**src/rtl/ro_seq_pkg.sv**
```systemverilog
package ro_seq_pkg;

  typedef enum logic [1:0] {
    ST_IDLE = 2'd0,
    ST_PEAK = 2'd1,
    ST_SCAN = 2'd2
  } seq_state_t;

  // saturating increment for an up-counter of width W
  function automatic logic [15:0] sat_inc(input logic [15:0] val, input logic [15:0] top);
    return (val >= top) ? top : val + 16'd1;
  endfunction

  // one channel slot in system cycles for a given ADC latency
  function automatic int unsigned slot_len(input int unsigned half_div,
                                           input int unsigned settle,
                                           input int unsigned latency);
    int unsigned base;
    base = 2 * half_div;
    return (settle + latency + 1 > base) ? settle + latency + 1 : base;
  endfunction

endpackage

```
**src/rtl/ro_phase_gen.sv**
```systemverilog
module ro_phase_gen #(
  parameter int HALF_DIV = 5,
  parameter int SETTLE   = 3
) (
  input  logic clk,
  input  logic rst_n,
  input  logic run_i,
  input  logic got_now_i,
  output logic ro_clk_o,
  output logic conv_fire_o,
  output logic slot_end_o
);
  localparam int PERIOD = 2 * HALF_DIV;
  localparam int PH_W   = $clog2(PERIOD);
  localparam logic [PH_W-1:0] PH_LAST  = PH_W'(PERIOD - 1);
  localparam logic [PH_W-1:0] PH_HALF  = PH_W'(HALF_DIV);
  localparam logic [PH_W-1:0] PH_CONV  = PH_W'(SETTLE);

  logic [PH_W-1:0] ph;

  assign slot_end_o  = run_i && (ph == PH_LAST);
  assign conv_fire_o = run_i && (ph == PH_CONV);
  assign ro_clk_o    = run_i && (ph < PH_HALF);

  always_ff @(posedge clk or negedge rst_n) begin
    if (!rst_n) begin
      ph <= '0;
    end else if (!run_i) begin
      ph <= '0;
    end else if (ph == PH_LAST) begin
      if (got_now_i) ph <= '0;
    end else begin
      ph <= ph + 1'b1;
    end
  end
endmodule

```
**src/rtl/ro_chan_ctr.sv**
```systemverilog
module ro_chan_ctr #(
  parameter int NCH = 128
) (
  input  logic                     clk,
  input  logic                     rst_n,
  input  logic                     run_i,
  input  logic                     step_i,
  output logic [$clog2(NCH)-1:0]   chan_o,
  output logic                     first_o,
  output logic                     last_o
);
  localparam int CH_W = $clog2(NCH);
  localparam logic [CH_W-1:0] CH_LAST = CH_W'(NCH - 1);

  logic [CH_W-1:0] chan;

  assign chan_o  = chan;
  assign first_o = run_i && (chan == '0);
  assign last_o  = (chan == CH_LAST);

  always_ff @(posedge clk or negedge rst_n) begin
    if (!rst_n) begin
      chan <= '0;
    end else if (!run_i) begin
      chan <= '0;
    end else if (step_i && !last_o) begin
      chan <= chan + 1'b1;
    end
  end
endmodule

```
**src/rtl/ro_capture.sv**
```systemverilog
module ro_capture #(
  parameter int CH_W     = 7,
  parameter int ADC_BITS = 12
) (
  input  logic                clk,
  input  logic                rst_n,
  input  logic                run_i,
  input  logic                step_i,
  input  logic                adc_done_i,
  input  logic [ADC_BITS-1:0] adc_data_i,
  input  logic [CH_W-1:0]     chan_i,
  input  logic                last_i,
  output logic                got_now_o,
  output logic                out_valid_o,
  output logic [CH_W-1:0]     out_chan_o,
  output logic [ADC_BITS-1:0] out_data_o,
  output logic                out_last_o
);
  logic got;
  logic take;

  assign take      = run_i && adc_done_i && !got;
  assign got_now_o = got || take;

  always_ff @(posedge clk or negedge rst_n) begin
    if (!rst_n) begin
      got <= 1'b0;
    end else if (!run_i || step_i) begin
      got <= 1'b0;
    end else if (take) begin
      got <= 1'b1;
    end
  end

  always_ff @(posedge clk or negedge rst_n) begin
    if (!rst_n) begin
      out_valid_o <= 1'b0;
      out_chan_o  <= '0;
      out_data_o  <= '0;
      out_last_o  <= 1'b0;
    end else begin
      out_valid_o <= take;
      if (take) begin
        out_chan_o <= chan_i;
        out_data_o <= adc_data_i;
        out_last_o <= last_i;
      end else begin
        out_last_o <= 1'b0;
      end
    end
  end
endmodule

```
**src/rtl/ro_lost_ctr.sv**
```systemverilog
module ro_lost_ctr
  import ro_seq_pkg::*;
#(
  parameter int LOST_W = 4
) (
  input  logic              clk,
  input  logic              rst_n,
  input  logic              inc_i,
  output logic [LOST_W-1:0] cnt_o
);
  localparam logic [15:0] TOP = 16'((1 << LOST_W) - 1);

  logic [15:0] nxt;

  assign nxt = sat_inc(16'(cnt_o), TOP);

  always_ff @(posedge clk or negedge rst_n) begin
    if (!rst_n) cnt_o <= '0;
    else if (inc_i) cnt_o <= nxt[LOST_W-1:0];
  end
endmodule

```
**src/rtl/ro_readout_seq.sv**
```systemverilog
module ro_readout_seq
  import ro_seq_pkg::*;
#(
  parameter int N_CHIPS     = 2,
  parameter int CH_PER_CHIP = 64,
  parameter int ADC_BITS    = 12,
  parameter int HALF_DIV    = 5,
  parameter int SETTLE      = 3,
  parameter int HOLD_DLY    = 6,
  parameter int LOST_W      = 4,
  localparam int NCH        = N_CHIPS * CH_PER_CHIP,
  localparam int CH_W       = $clog2(NCH)
) (
  input  logic                clk,
  input  logic                rst_n,
  input  logic                trig_i,
  output logic                busy_o,
  output logic                hold_o,
  output logic                ro_clk_o,
  output logic                shift_in_o,
  output logic                adc_start_o,
  input  logic                adc_done_i,
  input  logic [ADC_BITS-1:0] adc_data_i,
  output logic                out_valid_o,
  output logic [CH_W-1:0]     out_chan_o,
  output logic [ADC_BITS-1:0] out_data_o,
  output logic                out_last_o,
  output logic [LOST_W-1:0]   lost_cnt_o
);
  localparam int PK_W = $clog2(HOLD_DLY + 1);
  localparam logic [PK_W-1:0] PK_LAST = PK_W'(HOLD_DLY - 1);

  seq_state_t state;
  logic [PK_W-1:0] pk;
  logic trig_q;

  // named internal events
  logic ev_trig, ev_accept, ev_lost, ev_step, ev_finish;
  logic run, slot_end, got_now, first_slot, last_chan;
  logic [CH_W-1:0] chan;

  assign run       = (state == ST_SCAN);
  assign ev_trig   = trig_i && !trig_q;
  assign ev_accept = ev_trig && (state == ST_IDLE);
  assign ev_lost   = ev_trig && (state != ST_IDLE);
  assign ev_step   = slot_end && got_now;
  assign ev_finish = ev_step && last_chan;

  assign busy_o     = (state != ST_IDLE);
  assign hold_o     = run;
  assign shift_in_o = first_slot;

  always_ff @(posedge clk or negedge rst_n) begin
    if (!rst_n) trig_q <= 1'b0;
    else        trig_q <= trig_i;
  end

  always_ff @(posedge clk or negedge rst_n) begin
    if (!rst_n) begin
      state <= ST_IDLE;
      pk    <= '0;
    end else begin
      case (state)
        ST_IDLE: begin
          pk <= '0;
          if (ev_accept) state <= ST_PEAK;
        end
        ST_PEAK: begin
          if (pk == PK_LAST) begin
            state <= ST_SCAN;
            pk    <= '0;
          end else begin
            pk <= pk + 1'b1;
          end
        end
        ST_SCAN: begin
          if (ev_finish) state <= ST_IDLE;
        end
        default: state <= ST_IDLE;
      endcase
    end
  end

  ro_phase_gen #(.HALF_DIV(HALF_DIV), .SETTLE(SETTLE)) u_phase (
    .clk(clk), .rst_n(rst_n), .run_i(run), .got_now_i(got_now),
    .ro_clk_o(ro_clk_o), .conv_fire_o(adc_start_o), .slot_end_o(slot_end)
  );

  ro_chan_ctr #(.NCH(NCH)) u_chan (
    .clk(clk), .rst_n(rst_n), .run_i(run), .step_i(ev_step),
    .chan_o(chan), .first_o(first_slot), .last_o(last_chan)
  );

  ro_capture #(.CH_W(CH_W), .ADC_BITS(ADC_BITS)) u_cap (
    .clk(clk), .rst_n(rst_n), .run_i(run), .step_i(ev_step),
    .adc_done_i(adc_done_i), .adc_data_i(adc_data_i),
    .chan_i(chan), .last_i(last_chan), .got_now_o(got_now),
    .out_valid_o(out_valid_o), .out_chan_o(out_chan_o),
    .out_data_o(out_data_o), .out_last_o(out_last_o)
  );

  ro_lost_ctr #(.LOST_W(LOST_W)) u_lost (
    .clk(clk), .rst_n(rst_n), .inc_i(ev_lost), .cnt_o(lost_cnt_o)
  );
endmodule

```
**config.mk**
```make
export PLATFORM = sky130hd
export DESIGN_NAME = ro_readout_seq
export DESIGN_NICKNAME = d
export VERILOG_FILES = /design/src/rtl/ro_seq_pkg.sv /design/src/rtl/ro_phase_gen.sv /design/src/rtl/ro_chan_ctr.sv /design/src/rtl/ro_capture.sv /design/src/rtl/ro_lost_ctr.sv /design/src/rtl/ro_readout_seq.sv
export SDC_FILE = /design/constraint.sdc
export NUM_CORES = 1
export LEC_CHECK = 0
export BUFFER_PORTS_ARGS = -buffer_cell sky130_fd_sc_hd__buf_2
export CORE_AREA = 3 3 77 57
export DETAILED_ROUTE_END_ITERATION = 12
export DIE_AREA = 0 0 80 60
export PLACE_DENSITY = 0.82
export SLEW_MARGIN = 20
export SYNTH_ARGS = -nofsm -noshare
export SYNTH_HDL_FRONTEND = slang
export SYNTH_HIERARCHICAL = 1
export SYNTH_SLANG_ARGS = --single-unit
```
**constraint.sdc**
```tcl
create_clock -name clk -period 4.65 [get_ports clk]
set_clock_uncertainty 0.1 [all_clocks]
set_input_delay 0.465 -clock clk [delete_from_list [all_inputs] [get_ports clk]]
set_output_delay 0.465 -clock clk [all_outputs]
set_load 0.02 [all_outputs]
```
Yosys cells after proc, flatten, opt, wreduce, memory -nomap -nowiden
Index checks and enable logic that the tools add are counted.

$add $sub $neg: 4. Eq/ne operators: 11. $lt $le $gt $ge: 2. Multiplexer cells: 15. Reductions and logical operators: 24.

Operators with widths (number): 4-bit 2-to-1 mux (4); 7-bit 2-to-1 mux (2); 1-bit logical AND (12); 4-bit by 1-bit adder with 4-bit output (second input constant) (2); 2-bit != test (second input constant) (4); 7-bit by 1-bit adder with 7-bit output (second input constant) (1); 7-bit == test (second input constant) (1); 7-bit logical NOT (1); 2-bit 2-to-1 mux (3); 2-bit case mux with 3 select lines (1); 3-bit case mux with 2 select lines (1); 2-bit nonzero test (3); 4-bit by 2-bit == test with 1-bit output (second input constant) (1); 4-bit == test (second input constant) (1); 4-bit greater-or-equal comparator (second input constant) (1); 1-bit logical NOT (4); 4-bit by 3-bit < comparator with 1-bit output (second input constant) (1); 3-bit by 1-bit adder with 3-bit output (second input constant) (1); 3-bit == test (second input constant) (1); 1-bit 2-to-1 mux (3); 3-bit 2-to-1 mux (1); 3-bit != test (second input constant) (1); 3-bit AND reduction (1); 2-bit by 1-bit == test with 1-bit output (second input constant) (1); 3 further kinds (4).

Register bits after elaboration: 43. Output and inout port bits: 30. Input port bits: 16.

Longest topological paths before layout
Depth in word-level cells: 8. Depth in mapped cells: 9.

Modules after synthesis
The synthesis kept the hierarchy.

Modules (own cells, without submodules): ro_capture (cells an instance 50, instances 1, area each 904.6 um2); ro_chan_ctr (cells an instance 49, instances 1, area each 466.7 um2); ro_phase_gen (cells an instance 27, instances 1, area each 281.5 um2); ro_readout_seq (cells an instance 27, instances 1, area each 279.0 um2); ro_lost_ctr (cells an instance 18, instances 1, area each 190.2 um2).

Worst setup path after synthesis
No wires, ideal clock.

Kind: register to output. Start: reg state[1]. End: out shift_in_o. Data required time: 4085 ps. Arrival: 2001 ps. Slack: 2084 ps. Buffers on the path: 0. Stages on the path, launching flop included: 4. Cell sequence: dfrtp_1 -> nor2b_1 -> nand4bb_1 -> nor4_1.

Word-level cells in the longest chain between the ends: 2.

RTL lines: start, declared (line ro_readout_seq.sv:33) `seq_state_t state;`; start signal, assigned (line ro_readout_seq.sv:60) `state <= ST_IDLE;`; start signal, assigned (line ro_readout_seq.sv:66) `if (ev_accept) state <= ST_PEAK;`; start signal, assigned (line ro_readout_seq.sv:70) `state <= ST_SCAN;`; 2-bit == test (line ro_readout_seq.sv:42) `assign run = (state == ST_SCAN);`; net hold_o (line ro_readout_seq.sv:18) `output logic hold_o,`; 1-bit logical AND (line ro_chan_ctr.sv:18) `assign first_o = run_i && (chan == '0);`; end, declared (line ro_readout_seq.sv:20) `output logic shift_in_o,`.

The timed path passes the listed nets, and every way through them passes these cells.

Worst setup path after layout
Start: reg state[1]. End: out shift_in_o.

Word-level cells in the longest chain between the ends: 2.

RTL lines (line): 2-bit == test (ro_readout_seq.sv:42); 1-bit logical AND (ro_chan_ctr.sv:18).

Every way passes these cells.

==> run metrics <==
unrepaired setup endpoints after global routing no; design area 2460 um^2; share of layout cells above drive strength 1 38.4%; mapped cell area 2120 um^2; area grow syn2layout 16.0%; Comb power frac 41.6%; Final Hold Fails 0; post-synth cell types 56; ordered list of cells on the worst path nor2b_1 -> buf_4 -> nand4bb_1 -> nor4_1 -> buf_2; Slew @ Worst Pin 0.913 ns; FF+latch count, synth 43; first-pass GRT wire length 6500 um; Syn Nets 193; Mapped Cells ~170; ys flop type dfrtp_1; Top delay family on crit path simple AND/OR/NAND/NOR gates; initial antenna violation count 0; placed cell count ~260; num ports 46; # resized after CTS 0; root buffer cell clkbuf_8; # diodes 0; num rows 18; CP Capture Type output pin; Tcrit/Tclk final 48.2%; FMAX 446 MHz; WP depth 5; flop2flop setup slack between 2 and 2.5 ns; cts hold-fix bufs 0; Static Leak 1.24 nW; chip height 60 um; Sequential Power Share 42.3%; Total GRT Usage 17.8%; initial core utilization 58.9%; core area 3600 um^2; Port Buf Inserts 45; drt drc 0; via count of the first global-routing pass 1380; CP Launch Point state[1]; worst vdd ir between 0.3 and 0.4 mV; full die area 4800 um^2; Reg-to-Reg Start u_phase/ph[1]; via count 1467; status finished clean; Final WS setup 2.41 ns; Critical Path Start Type register; total CTS buffers 5; Crit Path Class register to output pin; Synthesis Warnings 6; clk sinks 43; Switching Share 37.3%; Clock Latency Late Sink 0.29 ns; hold crit path type primary input to async pin; Critical Path End shift_in_o; Post-DRT Antenna Nets 0; Total Power 1.45 mW; largest net degree at the start of global routing 44; grt ovf 0; sequential cell area 1080 um^2; slowest stage delay, CP 0.46 ns; Buf+Inv Stages, Crit Path 2; GPL Wtd Cong ~0.79; Setup Fix Bufs, Post-CTS 0; Avg WL per Cell 14.5 um; number of enable flip-flop cells after synthesis 0; maximum fanout along the worst path 24; Crit path required time 4.09 ns; Final #Nets 241; Max clock buf depth 2; async set-reset flop share out of synthesis 100%; setup_tns 0 ns; area of the multi-input gates ~970 um^2; Worst slew margin between 30% and 40%; Seq/Total Area, Yosys 50.7%; vias per inst 5.45; WP data arrival between 1.5 and 2 ns; Slew Viols, Final 0; Max Cap Viol 0; mean post-synth cell area 12.4 um^2; final wirelength between 3000 and 4000 um; Post-Place Cell Area 2370 um^2; P per Cell Area about 590 nW/um^2; Internal 0.908 mW; CTS clock-pin slew for the worst setup and hold paths 0.08 ns; Die Wd 80 um; fill count 268; TritonRoute pass-1 iters 4; Slowest cell on crit path dfrtp_1; Clk network pwr share ~16%; switching pwr between 0.5 and 0.6 mW; CTS H-Tree Depth 2; Setup violations, final 0; pre-CTS WS 2.46 ns; DR iter-0 viols 114; HPWL Detailed 2710 um; Non-Filler Instances 269; CTS tree done; Reg2Reg Capture Point u_chan/chan_o[0]; minimum clock period 2.24 ns; worst r2r path cells 8
[cells in the final DEF, fill, tap and decap left out, types with 2 or more instances in the layout]
| cell | n |
|---|---|
| a21oi_1 | 4 |
| a31oi_1 | 5 |
| and2_1 | 4 |
| and3_1 | 3 |
| buf_2 | 45 |
| clkbuf_8 | 6 |
| dfrtp_1 | 43 |
| ha_1 | 6 |
| inv_1 | 8 |
| mux2_4 | 18 |
| nand2_1 | 10 |
| nand3_1 | 5 |
| nand3b_4 | 2 |
| nand4_1 | 2 |
| nor2_1 | 5 |
| nor2b_1 | 6 |
| nor3b_1 | 3 |
| o21ai_0 | 5 |
[state kept, by name, indices dropped and copies added, names as in the netlist]
signal / cells
u_phase/ph: 4
u_cap/out_valid_o: 1
u_cap/out_chan_o: 7
state: 2
u_cap/got: 1
u_lost/cnt_o: 4
trig_q: 1
pk: 3
u_cap/out_data_o: 12
u_cap/out_last_o: 1
u_chan/chan_o: 7
[through the flow]
stage | hold WS, ns | util (%)
after floorplan | 0.0694 | -
after global placement | 0.383 | 65.9
after detailed placement | 0.390 | 65.9
after CTS | 0.198 | 68.3
after global routing | 0.193 | 68.3
final | 0.203 | 68.3
[final cells by class]
type                    count  share of cell area (%)
flip-flops and latches     43                    43.7
clock buffers               6                    3.35
inverters                   9                    1.37
clock inverters             1                   0.203
multi-input cells         114                    39.4
repair buffers             46                    9.45
well taps                  50                    2.54
[how the worst min path moves through the flow]
stage | start | to | slack (ns) | cells past startpoint
after floorplan | rst_n | pk[0] | 0.07 | 0
after global placement | u_cap/out_data_o[11] | u_cap/out_data_o[11] | 0.38 | 1
after detailed placement | u_cap/out_data_o[2] | u_cap/out_data_o[2] | 0.39 | 1
after CTS | trig_i | trig_q | 0.20 | 1
after global routing | trig_i | trig_q | 0.19 | 1
final | rst_n | u_cap/out_chan_o[5] | 0.20 | 1
[cell usage after synthesis, types with 2 or more instances]
master | n | area share (%)
nand3b_4 | 2 | 1.9
a31oi_1 | 5 | 1.5
dfrtp_1 | 43 | 51
nor2_1 | 5 | 0.88
and2_1 | 4 | 1.2
ha_1 | 6 | 3.5
a21oi_1 | 4 | 0.94
nor3b_1 | 3 | 1.1
o21ai_0 | 5 | 1.2
nand3_1 | 5 | 1.2
nor2b_1 | 6 | 1.8
inv_1 | 8 | 1.4
nand4_1 | 2 | 0.59
and3_1 | 3 | 0.88
buf_6 | 3 | 1.6
mux2_4 | 18 | 13
nand2_1 | 10 | 1.8
[power by group through the flow]
stage,sequential [mW],combinational (mW),clock [mW]
after floorplan,0.704,0.347,0
after global placement,0.612,0.586,0
after detailed placement,0.619,0.603,0
after CTS,0.614,0.608,0.242
after global routing,0.634,0.658,0.262
final,0.613,0.602,0.233
[cell families after synthesis]
group | share of synthesized area [%]
buffers and inverters | 3.60
and+or+nand+nor | 18.6
DFF | 50.7
AOI/OAI and AO/OA | 8.96
xor gates and xnor gates | 0.826
adders and majority gates | 3.54
muxes | 13.8
[layer usage]
metal	vias to the layer above	global-route usage, %	wire length [um]	part of all wire, %
met5	-	0	0	0
met4	0	3.86	0	0
met3	0	5.87	219	5.6
met2	51	28.2	1870	48
met1	711	24.2	1800	46
li1	705	-	-	-
No activity file was read; power rests on OpenSTA's default activity.
